`config.mk`:
```
export PLATFORM = sky130hd
export DESIGN_NAME = bfill_ctrl
export DESIGN_NICKNAME = d
export VERILOG_FILES = /design/src/rtl/bfill_pkg.sv /design/src/rtl/bfill_seq.sv /design/src/rtl/bfill_linebuf.sv /design/src/rtl/bfill_ctrl.sv
export SDC_FILE = /design/constraint.sdc
export NUM_CORES = 1
export LEC_CHECK = 0
export ABC_AREA = 1
export BUFFER_PORTS_ARGS = -buffer_cell sky130_fd_sc_hd__buf_2
export CAP_MARGIN = 20
export CORE_MARGIN = 1.5
export CORE_UTILIZATION = 47
export CTS_CLUSTER_SIZE = 40
export DETAILED_ROUTE_END_ITERATION = 8
export PLACE_DENSITY = 0.81
export SYNTH_ARGS = -nofsm -noshare
export SYNTH_HDL_FRONTEND = slang
export SYNTH_SLANG_ARGS = --single-unit
```
`constraint.sdc`:
```
create_clock -name clk -period 1.5 [get_ports clk]
set_input_delay 0.3 -clock clk [delete_from_list [all_inputs] [get_ports clk]]
set_output_delay 0.3 -clock clk [all_outputs]
set_load 0.03 [all_outputs]
```
`src/rtl/bfill_pkg.sv`:
```
package bfill_pkg;
  typedef enum logic [1:0] {
    ST_IDLE  = 2'd0,
    ST_FIRST = 2'd1,
    ST_BURST = 2'd2
  } bfill_state_e;
endpackage

```
`src/rtl/bfill_seq.sv`:
```
module bfill_seq
  import bfill_pkg::*;
#(
  parameter int WORDS = 4,
  parameter int AW    = 32,
  parameter int DW    = 32,
  localparam int OFFW  = $clog2(DW / 8),
  localparam int IDXW  = $clog2(WORDS),
  localparam int CW    = $clog2(WORDS + 1),
  localparam int LINEW = OFFW + IDXW
) (
  input  logic            clk,
  input  logic            rst_n,
  input  logic            fill_req,
  input  logic [AW-1:0]   fill_addr,
  input  logic            sterm,
  input  logic            binh,
  output logic            fill_ack,
  output logic            bus_active,
  output logic            burst_req,
  output logic [AW-1:0]   bus_addr,
  output logic [CW-1:0]   beat_cnt,
  output logic [IDXW-1:0] beat_idx,
  output logic            beat_take,
  output logic            line_clear,
  output logic            fill_done,
  output logic            fill_partial
);
  bfill_state_e          state_q, state_d;
  logic [AW-1:LINEW]     base_q;
  logic [IDXW-1:0]       start_q;
  logic [CW-1:0]         cnt_q, cnt_d;
  logic                  cnt_en, addr_en;
  logic                  last_beat, finish;
  logic                  done_q, part_q;

  always_comb begin
    fill_ack   = (state_q == ST_IDLE) && fill_req;
    bus_active = (state_q != ST_IDLE);
    last_beat  = (cnt_q == CW'(WORDS - 1));
    burst_req  = bus_active && !last_beat;
    beat_take  = bus_active && sterm;
    finish     = beat_take && (last_beat || binh);
    beat_idx   = IDXW'(start_q + cnt_q[IDXW-1:0]);
    bus_addr   = {base_q, beat_idx, {OFFW{1'b0}}};
    line_clear = fill_ack;
    addr_en    = fill_ack;
    cnt_en     = fill_ack || beat_take;
    cnt_d      = fill_ack ? '0 : CW'(cnt_q + 1'b1);
    state_d    = state_q;
    unique case (state_q)
      ST_IDLE:  if (fill_ack) state_d = ST_FIRST;
      ST_FIRST: if (beat_take) state_d = finish ? ST_IDLE : ST_BURST;
      ST_BURST: if (finish) state_d = ST_IDLE;
      default:  state_d = ST_IDLE;
    endcase
  end

  always_ff @(posedge clk or negedge rst_n) begin
    if (!rst_n) begin
      state_q <= ST_IDLE;
      cnt_q   <= '0;
      done_q  <= 1'b0;
      part_q  <= 1'b0;
    end else begin
      state_q <= state_d;
      if (cnt_en) cnt_q <= cnt_d;
      done_q  <= finish;
      part_q  <= finish && !last_beat;
    end
  end

  always_ff @(posedge clk or negedge rst_n) begin
    if (!rst_n) begin
      base_q  <= '0;
      start_q <= '0;
    end else if (addr_en) begin
      base_q  <= fill_addr[AW-1:LINEW];
      start_q <= fill_addr[LINEW-1:OFFW];
    end
  end

  assign beat_cnt     = cnt_q;
  assign fill_done    = done_q;
  assign fill_partial = part_q;

  AST_ACK_LAUNCH: assert property (@(posedge clk) disable iff (!rst_n)
    fill_ack |=> (bus_active && beat_cnt == '0));
  AST_ADDR_ALIGN: assert property (@(posedge clk) disable iff (!rst_n)
    bus_active |-> (bus_addr[OFFW-1:0] == '0));
  AST_ADDR_HOLD: assert property (@(posedge clk) disable iff (!rst_n)
    (bus_active && !sterm) |=> $stable(bus_addr));
  AST_LAST_RELEASE: assert property (@(posedge clk) disable iff (!rst_n)
    (bus_active && sterm && !burst_req) |=> !bus_active);
  AST_DONE_PULSE: assert property (@(posedge clk) disable iff (!rst_n)
    fill_done |=> !fill_done);
  AST_PARTIAL_WITH_DONE: assert property (@(posedge clk) disable iff (!rst_n)
    fill_partial |-> fill_done);
  AST_BUSY_NO_ACK: assert property (@(posedge clk) disable iff (!rst_n)
    (bus_active && !fill_done) |=> (bus_active || fill_done));
endmodule

```
`src/rtl/bfill_linebuf.sv`:
```
module bfill_linebuf #(
  parameter int WORDS = 4,
  parameter int DW    = 32,
  localparam int IDXW = $clog2(WORDS)
) (
  input  logic               clk,
  input  logic               rst_n,
  input  logic               clear,
  input  logic               take,
  input  logic [IDXW-1:0]    idx,
  input  logic [DW-1:0]      data,
  output logic [WORDS-1:0]   word_valid,
  output logic [WORDS*DW-1:0] line_data
);
  for (genvar g = 0; g < WORDS; g++) begin : g_slot
    logic          wr_en;
    logic          vld_q;
    logic [DW-1:0] dat_q;

    always_comb wr_en = take && (idx == IDXW'(g));

    always_ff @(posedge clk or negedge rst_n) begin
      if (!rst_n) vld_q <= 1'b0;
      else if (clear || wr_en) vld_q <= wr_en;
    end

    always_ff @(posedge clk) begin
      if (wr_en) dat_q <= data;
    end

    assign word_valid[g]           = vld_q;
    assign line_data[g*DW +: DW]   = dat_q;
  end

  AST_WAIT_NO_WRITE: assert property (@(posedge clk) disable iff (!rst_n)
    (!take && !clear) |=> $stable(word_valid));
  AST_ONE_NEW_WORD: assert property (@(posedge clk) disable iff (!rst_n)
    (take && !clear) |=> ($countones(word_valid) <= $countones($past(word_valid)) + 1));
endmodule

```
`src/rtl/bfill_ctrl.sv`:
```
module bfill_ctrl #(
  parameter int WORDS = 4,
  parameter int AW    = 32,
  parameter int DW    = 32,
  localparam int IDXW = $clog2(WORDS),
  localparam int CW   = $clog2(WORDS + 1)
) (
  input  logic               clk,
  input  logic               rst_n,
  input  logic               fill_req,
  input  logic [AW-1:0]      fill_addr,
  output logic               fill_ack,
  output logic               fill_done,
  output logic               fill_partial,
  output logic [CW-1:0]      beat_cnt,
  output logic [WORDS-1:0]   word_valid,
  output logic [WORDS*DW-1:0] line_data,
  output logic               burst_req,
  output logic               bus_active,
  output logic [AW-1:0]      bus_addr,
  input  logic               sterm,
  input  logic               binh,
  input  logic [DW-1:0]      bus_data
);
  logic [1:0]      rst_pipe;
  logic            rst_s;
  logic [IDXW-1:0] beat_idx;
  logic            beat_take;
  logic            line_clear;

  always_ff @(posedge clk or negedge rst_n) begin
    if (!rst_n) rst_pipe <= 2'b00;
    else        rst_pipe <= {rst_pipe[0], 1'b1};
  end
  assign rst_s = rst_pipe[1];

  bfill_seq #(.WORDS(WORDS), .AW(AW), .DW(DW)) u_seq (
    .clk          (clk),
    .rst_n        (rst_s),
    .fill_req     (fill_req),
    .fill_addr    (fill_addr),
    .sterm        (sterm),
    .binh         (binh),
    .fill_ack     (fill_ack),
    .bus_active   (bus_active),
    .burst_req    (burst_req),
    .bus_addr     (bus_addr),
    .beat_cnt     (beat_cnt),
    .beat_idx     (beat_idx),
    .beat_take    (beat_take),
    .line_clear   (line_clear),
    .fill_done    (fill_done),
    .fill_partial (fill_partial)
  );

  bfill_linebuf #(.WORDS(WORDS), .DW(DW)) u_buf (
    .clk        (clk),
    .rst_n      (rst_s),
    .clear      (line_clear),
    .take       (beat_take),
    .idx        (beat_idx),
    .data       (bus_data),
    .word_valid (word_valid),
    .line_data  (line_data)
  );

  AST_BEAT_ADVANCE: assert property (@(posedge clk) disable iff (!rst_s)
    (bus_active && sterm) |=> (beat_cnt == CW'($past(beat_cnt) + 1'b1)));
  AST_DONE_ALL_OR_PARTIAL: assert property (@(posedge clk) disable iff (!rst_s)
    (fill_done && !fill_partial) |-> (word_valid == '1));
endmodule

```
* Word-level counts from Yosys, hierarchy flattened
Index checks and enable logic that the tools add are counted.
** Storage, ports and cells
- Bits in registers :: 171
- Input bits :: 69
- Output and inout bits :: 172
- Logic and storage cells :: 52
** Cells by class
- Add/subtract/negate cells :: 2
- Equal/unequal tests :: 9
- Muxes and demuxes :: 6
- Reduce and logical (&&, ||, !) cells :: 20
** Operators with widths (count)
- 1-bit logical AND :: 9
- 2-bit two-way mux :: 4
- 2-bit == test (second input constant) :: 3
- 1-bit logical OR :: 6
- 2-bit case mux with 3 select lines :: 1
- 2-bit by 1-bit == test with 1-bit output (second input constant) :: 2
- 2-bit zero test :: 2
- 2-bit inequality test (second input constant) :: 2
- 3-bit by 1-bit adder with 3-bit output (second input constant) :: 1
- 3-bit by 2-bit == test with 1-bit output (second input constant) :: 1
- 3-bit two-way mux :: 1
- 3-bit AND reduction :: 1
- 2-bit adder :: 1
- 2-bit by 1-bit inequality test with 1-bit output (second input constant) :: 1
- 2-bit nonzero test :: 1
- 1-bit zero test :: 1

* Longest topological paths before layout
- Depth in word-level cells :: 6
- Mapped depth :: 6
- Gate-level depth less buffers :: 6

* Cells and area by module
Synthesis repeated with hierarchy kept, for this count alone.
** Second synthesis, totals
- Cell total of the unflattened synthesis :: 342
- Area, all modules :: 5746.8 um2
** By module, submodules not included
- bfill_linebuf :: times used 1, cells each 156, area an instance 4052.6 um2, sequential area each 3943.8 um2
- bfill_seq :: times used 1, cells each 183, area an instance 1640.3 um2, sequential area each 925.9 um2
- bfill_ctrl :: times used 1, cells each 3, area an instance 53.8 um2, sequential area each 50.0 um2

* Worst setup path before layout
OpenSTA, ideal clock, no wires.
- Path type :: reg-to-reg
- From :: register u_seq.cnt_q[0], in the netlist u_seq.beat_cnt[0]
- To :: register u_buf.g_slot[3].dat_q[0], enable pin
- Setup time :: 0.387 ns
- Arrival :: 1.965 ns
- Required time :: 1.113 ns
- Path slack :: -0.852 ns
- Cell stages (with the launch flop) :: 6
- Path buffers :: 0
- Period minus slack after synthesis :: 2.352 ns
- Path through :: dfrtp_1 ha_1 inv_1 nor2_1 nand2_1 inv_1
** On the way
- Longest elaborated chain between the ends :: 3
** Ends and longest elaborated chain
- from (decl) :: RTL line bfill_seq.sv:32 : logic [CW-1:0] cnt_q, cnt_d;
- from (signal assigned) :: RTL line bfill_seq.sv:67 : if (cnt_en) cnt_q <= cnt_d;
- 2-bit adder :: RTL line bfill_seq.sv:44 : beat_idx = IDXW'(start_q + cnt_q[IDXW-1:0]);
- via bus_addr[2] :: RTL line bfill_ctrl.sv:20 : output logic [AW-1:0] bus_addr,
- 2-bit == test :: RTL line bfill_linebuf.sv:20 : always_comb wr_en = take && (idx == IDXW'(g));
- 1-bit logical AND :: RTL line bfill_linebuf.sv:20
- via u_buf.g_slot[3].wr_en :: RTL line bfill_linebuf.sv:16 : logic wr_en;
- to (signal assigned) :: RTL line bfill_linebuf.sv:28 : if (wr_en) dat_q <= data;
- to (decl) :: RTL line bfill_linebuf.sv:18 : logic [DW-1:0] dat_q;
The timed path passes the listed nets, and every way through them passes these cells.
A chain may end at the register's enable or synchronous reset.

* Worst setup path in the final report
- From :: register u_seq.cnt_q[0], in the netlist u_seq.beat_cnt[0]
- To :: output burst_req
** On the way
- Longest elaborated chain between the ends :: 3
** Ends and longest elaborated chain
- 3-bit by 2-bit == test with 1-bit output :: RTL line bfill_seq.sv:40 : last_beat = (cnt_q == CW'(WORDS - 1));
- 1-bit zero test :: RTL line bfill_seq.sv:41 : burst_req = bus_active && !last_beat;
- 1-bit logical AND :: RTL line bfill_seq.sv:41
- to (decl) :: RTL line bfill_ctrl.sv:18 : output logic burst_req,
Every way passes these cells.

==> impl_results.md <==
- Routed Antenna Nets: 0
- Starting Density: 0.488
- Worst-path clk slew: around 0.06 ns
- Synth top area cells: edfxtp_1 68%, dfrtp_1 19%, nand2_1 7.3%
- Failing checks: setup timing
- Slew headroom: 0.656
- TritonCTS buffer count: 17
- Mean number of vias per cell: just under 5
- Fmax achieved: 578 MHz
- Share of layout cells above drive strength 1: 0.525
- Max_cap viols: 0
- Crit start category: flip-flop
- Post-synthesis xor/xnor area fraction: 0
- Synth Cell Area: 0.00567 sq mm
- Chip Height: roughly 110 microns
- # IOs: 241
- First-pass GRT wire length: 20,200 microns
- Slew Viols, Final: 0
- Post-Synth Adder-Cell Area: 0.00662
- Yosys top cell area share: 0.678
- Worst Slack Setup Final: -0.231 ns
- Mean Syn Cell Area: 16.8 sq um
- Fin. Hold Viols: 0
- CTS Root Cell: clkbuf_16
- Final Critical Period: 1.73 ns
- Most common cell in the synthesized netlist: edfxtp_1
- Status: finished, violations left
- CORE AREA: approximately 0.012 sq mm
- PwrDens: approximately 2300 mW/mm^2
- Post-synth cell types: 20
- Ys async rst share: 0.251
- Largest family of logic cells by synthesized area: simple AND/OR/NAND/NOR gates
- Final setup vio count: roughly 130
- Mux share of post-synthesis cell area: 0
- DRC viols: 0
- DRT iter0 DRCs: between 300 and 400
- Compound-cell area share of the yosys netlist: 0.00772
- Multi-input gate area: 716 sq um
- Clk sinks: 171
- Crit Path Class: reg2out
- Initial DRT Pass Iterations: 4
- Largest net degree at the start of global routing: 42
- Critical Path AT: 1.43 ns
- Longest Clk Path Bufs: 2
- Routed WL: 13,600 microns
- Placed instance area: roughly 0.0072 sq mm
- Max VDD drop: around 1.7 mV
- Hold Path Class: in2reg
- Global placer's final weighted congestion: approximately 0.80
- WL/cell: ~17 microns
- Area leader, netlist: edfxtp_1
- Later-pin clock latency in the skew report: 0.42 ns
- Synthesized instance count: between 300 and 400
- IO buf count: about 240
- P&R area growth vs syn: 44.3%
- CP Data Required Time: approximately 1.2 ns
- Layout Nets: ~690
- CTS H-Tree Depth: 4
- Crit. End Element: output pin
- Leakage power total: roughly 3.7 nW
- Total grt overflow: 0
- Post-synth EDFFs: 128
- Worst-path fanout max: 3
- Synth warnings: 0
- N_diodes: 0
- Clock skew: between 0.007 and 0.008 ns
- Primary FF master, synth: edfxtp_1
- Vias: roughly 3,800
- Crit share post-route: 1.15
- RSZ-0062 raised after global routing: yes
- Fin area: slightly above 0.008 sq mm
- Register Area: about 0.005 sq mm
- Yosys reg bits: 171
- CTS tree: built
- Post-DP HPWL: around 9000 microns
- Sequential fraction of the synthesis area: 0.867
- Hold WS: 0.0720 ns
- Most common library cells after synthesis: 128 x edfxtp_1, 111 x nand2_1, 43 x dfrtp_1
- Filler cells: approximately 770
- Vias in the first global route: around 3,700
- Total track usage: 0.216
- Worst Tran Pin Value: roughly 0.52 ns
- DIE WIDTH: between 100 and 150 microns
- Initial antenna violation count: 0
- Simple-Gate Fraction of Synth Area: 0.0882
- Row count: 39
- Die area: about 0.013 sq mm
## placed cells by master, fill, tap and decap left out, types with 3 or more instances in the layout
master and instances:
ha_4 3, buf_2 230, clkbuf_16 18, buf_6 18, nand2_4 7, nor2_4 4
bufinv_16 3, clkinvlp_4 7, dfrtp_1 40, nand2_1 104, dfrtp_2 3, nand3_1 3
clkbuf_1 4, inv_1 8, buf_12 7, nand3_2 3, o21ai_0 3, inv_4 4
nand2_2 3, conb_1 3, edfxtp_1 128, buf_4 15
## state kept, by name (all words and copies together) (netlist names)
signal	flops
u_seq.beat_cnt	3
u_seq.state_q	2
u_buf.g_slot.vld_q	4
u_seq.base_q	28
rst_pipe	2
u_seq.fill_partial	1
u_seq.start_q	2
u_seq.fill_done	1
u_buf.g_slot.dat_q	128
## report_power, final
part	leakage [nW]	switching, mW	total (mW)	internal [mW]
clock network	0.276	1.71	4.33	2.62
registers	1.70	0.511	6.99	6.48
logic	1.69	4.70	7.15	2.44
## worst paths after layout
path                                               start                                  to  slack, ns  cells after the start
hold / removal                             fill_addr[14]        u_seq.base_q[14]$_DFFE_PN0P_       0.07                      3
max in group asynchronous          rst_pipe[1]$_DFF_PN0_       u_seq.beat_cnt[0]$_DFFE_PN0P_       0.79                      1
setup / recovery           u_seq.beat_cnt[0]$_DFFE_PN0P_                           burst_req      -0.23                      4
setup reg to reg           u_seq.beat_cnt[0]$_DFFE_PN0P_  u_buf.g_slot[0].dat_q[7]$_DFFE_PP_      -0.21                      8
hold reg to reg                    rst_pipe[1]$_DFF_PN0_        u_seq.base_q[26]$_DFFE_PN0P_       0.32                      1
min in group asynchronous                          rst_n               rst_pipe[1]$_DFF_PN0_       0.19                      2
## worst max-delay path, cell delays in order (launching register included)
cell	delay (ns)
dfrtp_2	0.45
ha_4	0.18
ha_4	0.16
nor2_4	0.08
buf_6	0.13
## kinds of logic after synthesis
family | Yosys count
simple gates | 126
buf+inv | 28
other cells | 2
compound gates | 7
flops | 171
fa+ha+maj | 3
## stage by stage
step / power [mW] / util / TNS (ns) / setup WS [ns] / instances
2_1_floorplan: 11.1 / - / -39.31 / -0.321 / 338
3_3_place_gp: 12.9 / 0.622 / -2.36 / -0.0754 / 722
3_5_place_dp: 13.1 / 0.622 / -6.04 / -0.0993 / 722
4_1_cts: 18.4 / 0.698 / -14.74 / -0.240 / 771
5_1_grt: 19.3 / 0.705 / -26.52 / -0.277 / 775
6_report: 18.5 / 0.705 / -19.74 / -0.231 / 775
## final cells by class
| type | instances | share of cell area |
|---|---|---|
| tap | 143 | 0.0219 |
| clock inverter | 11 | 0.0176 |
| inverter | 16 | 0.0104 |
| multi-input combinational | 139 | 0.0874 |
| clock buffer | 21 | 0.0538 |
| sequential | 171 | 0.602 |
| timing repair buffer | 274 | 0.207 |
## per-layer routing
layer	routed length, microns	global-route usage	vias to the layer above
met3	1140	0.0739	16
li1	-	-	1713
met5	0	0	-
met1	5160	0.252	1860
met4	197	0.0808	0
met2	7060	0.373	199
## timing repair
action	4_1_cts	5_1_grt
pin swaps	5	6
setup endpoints to repair	101	134
cloned	3	1
hold buffers	1	0
gates resized for setup	33	8
setup buffers	13	3
endpoints found under the hold margin	2	0
No activity file was read; power rests on OpenSTA's default activity.
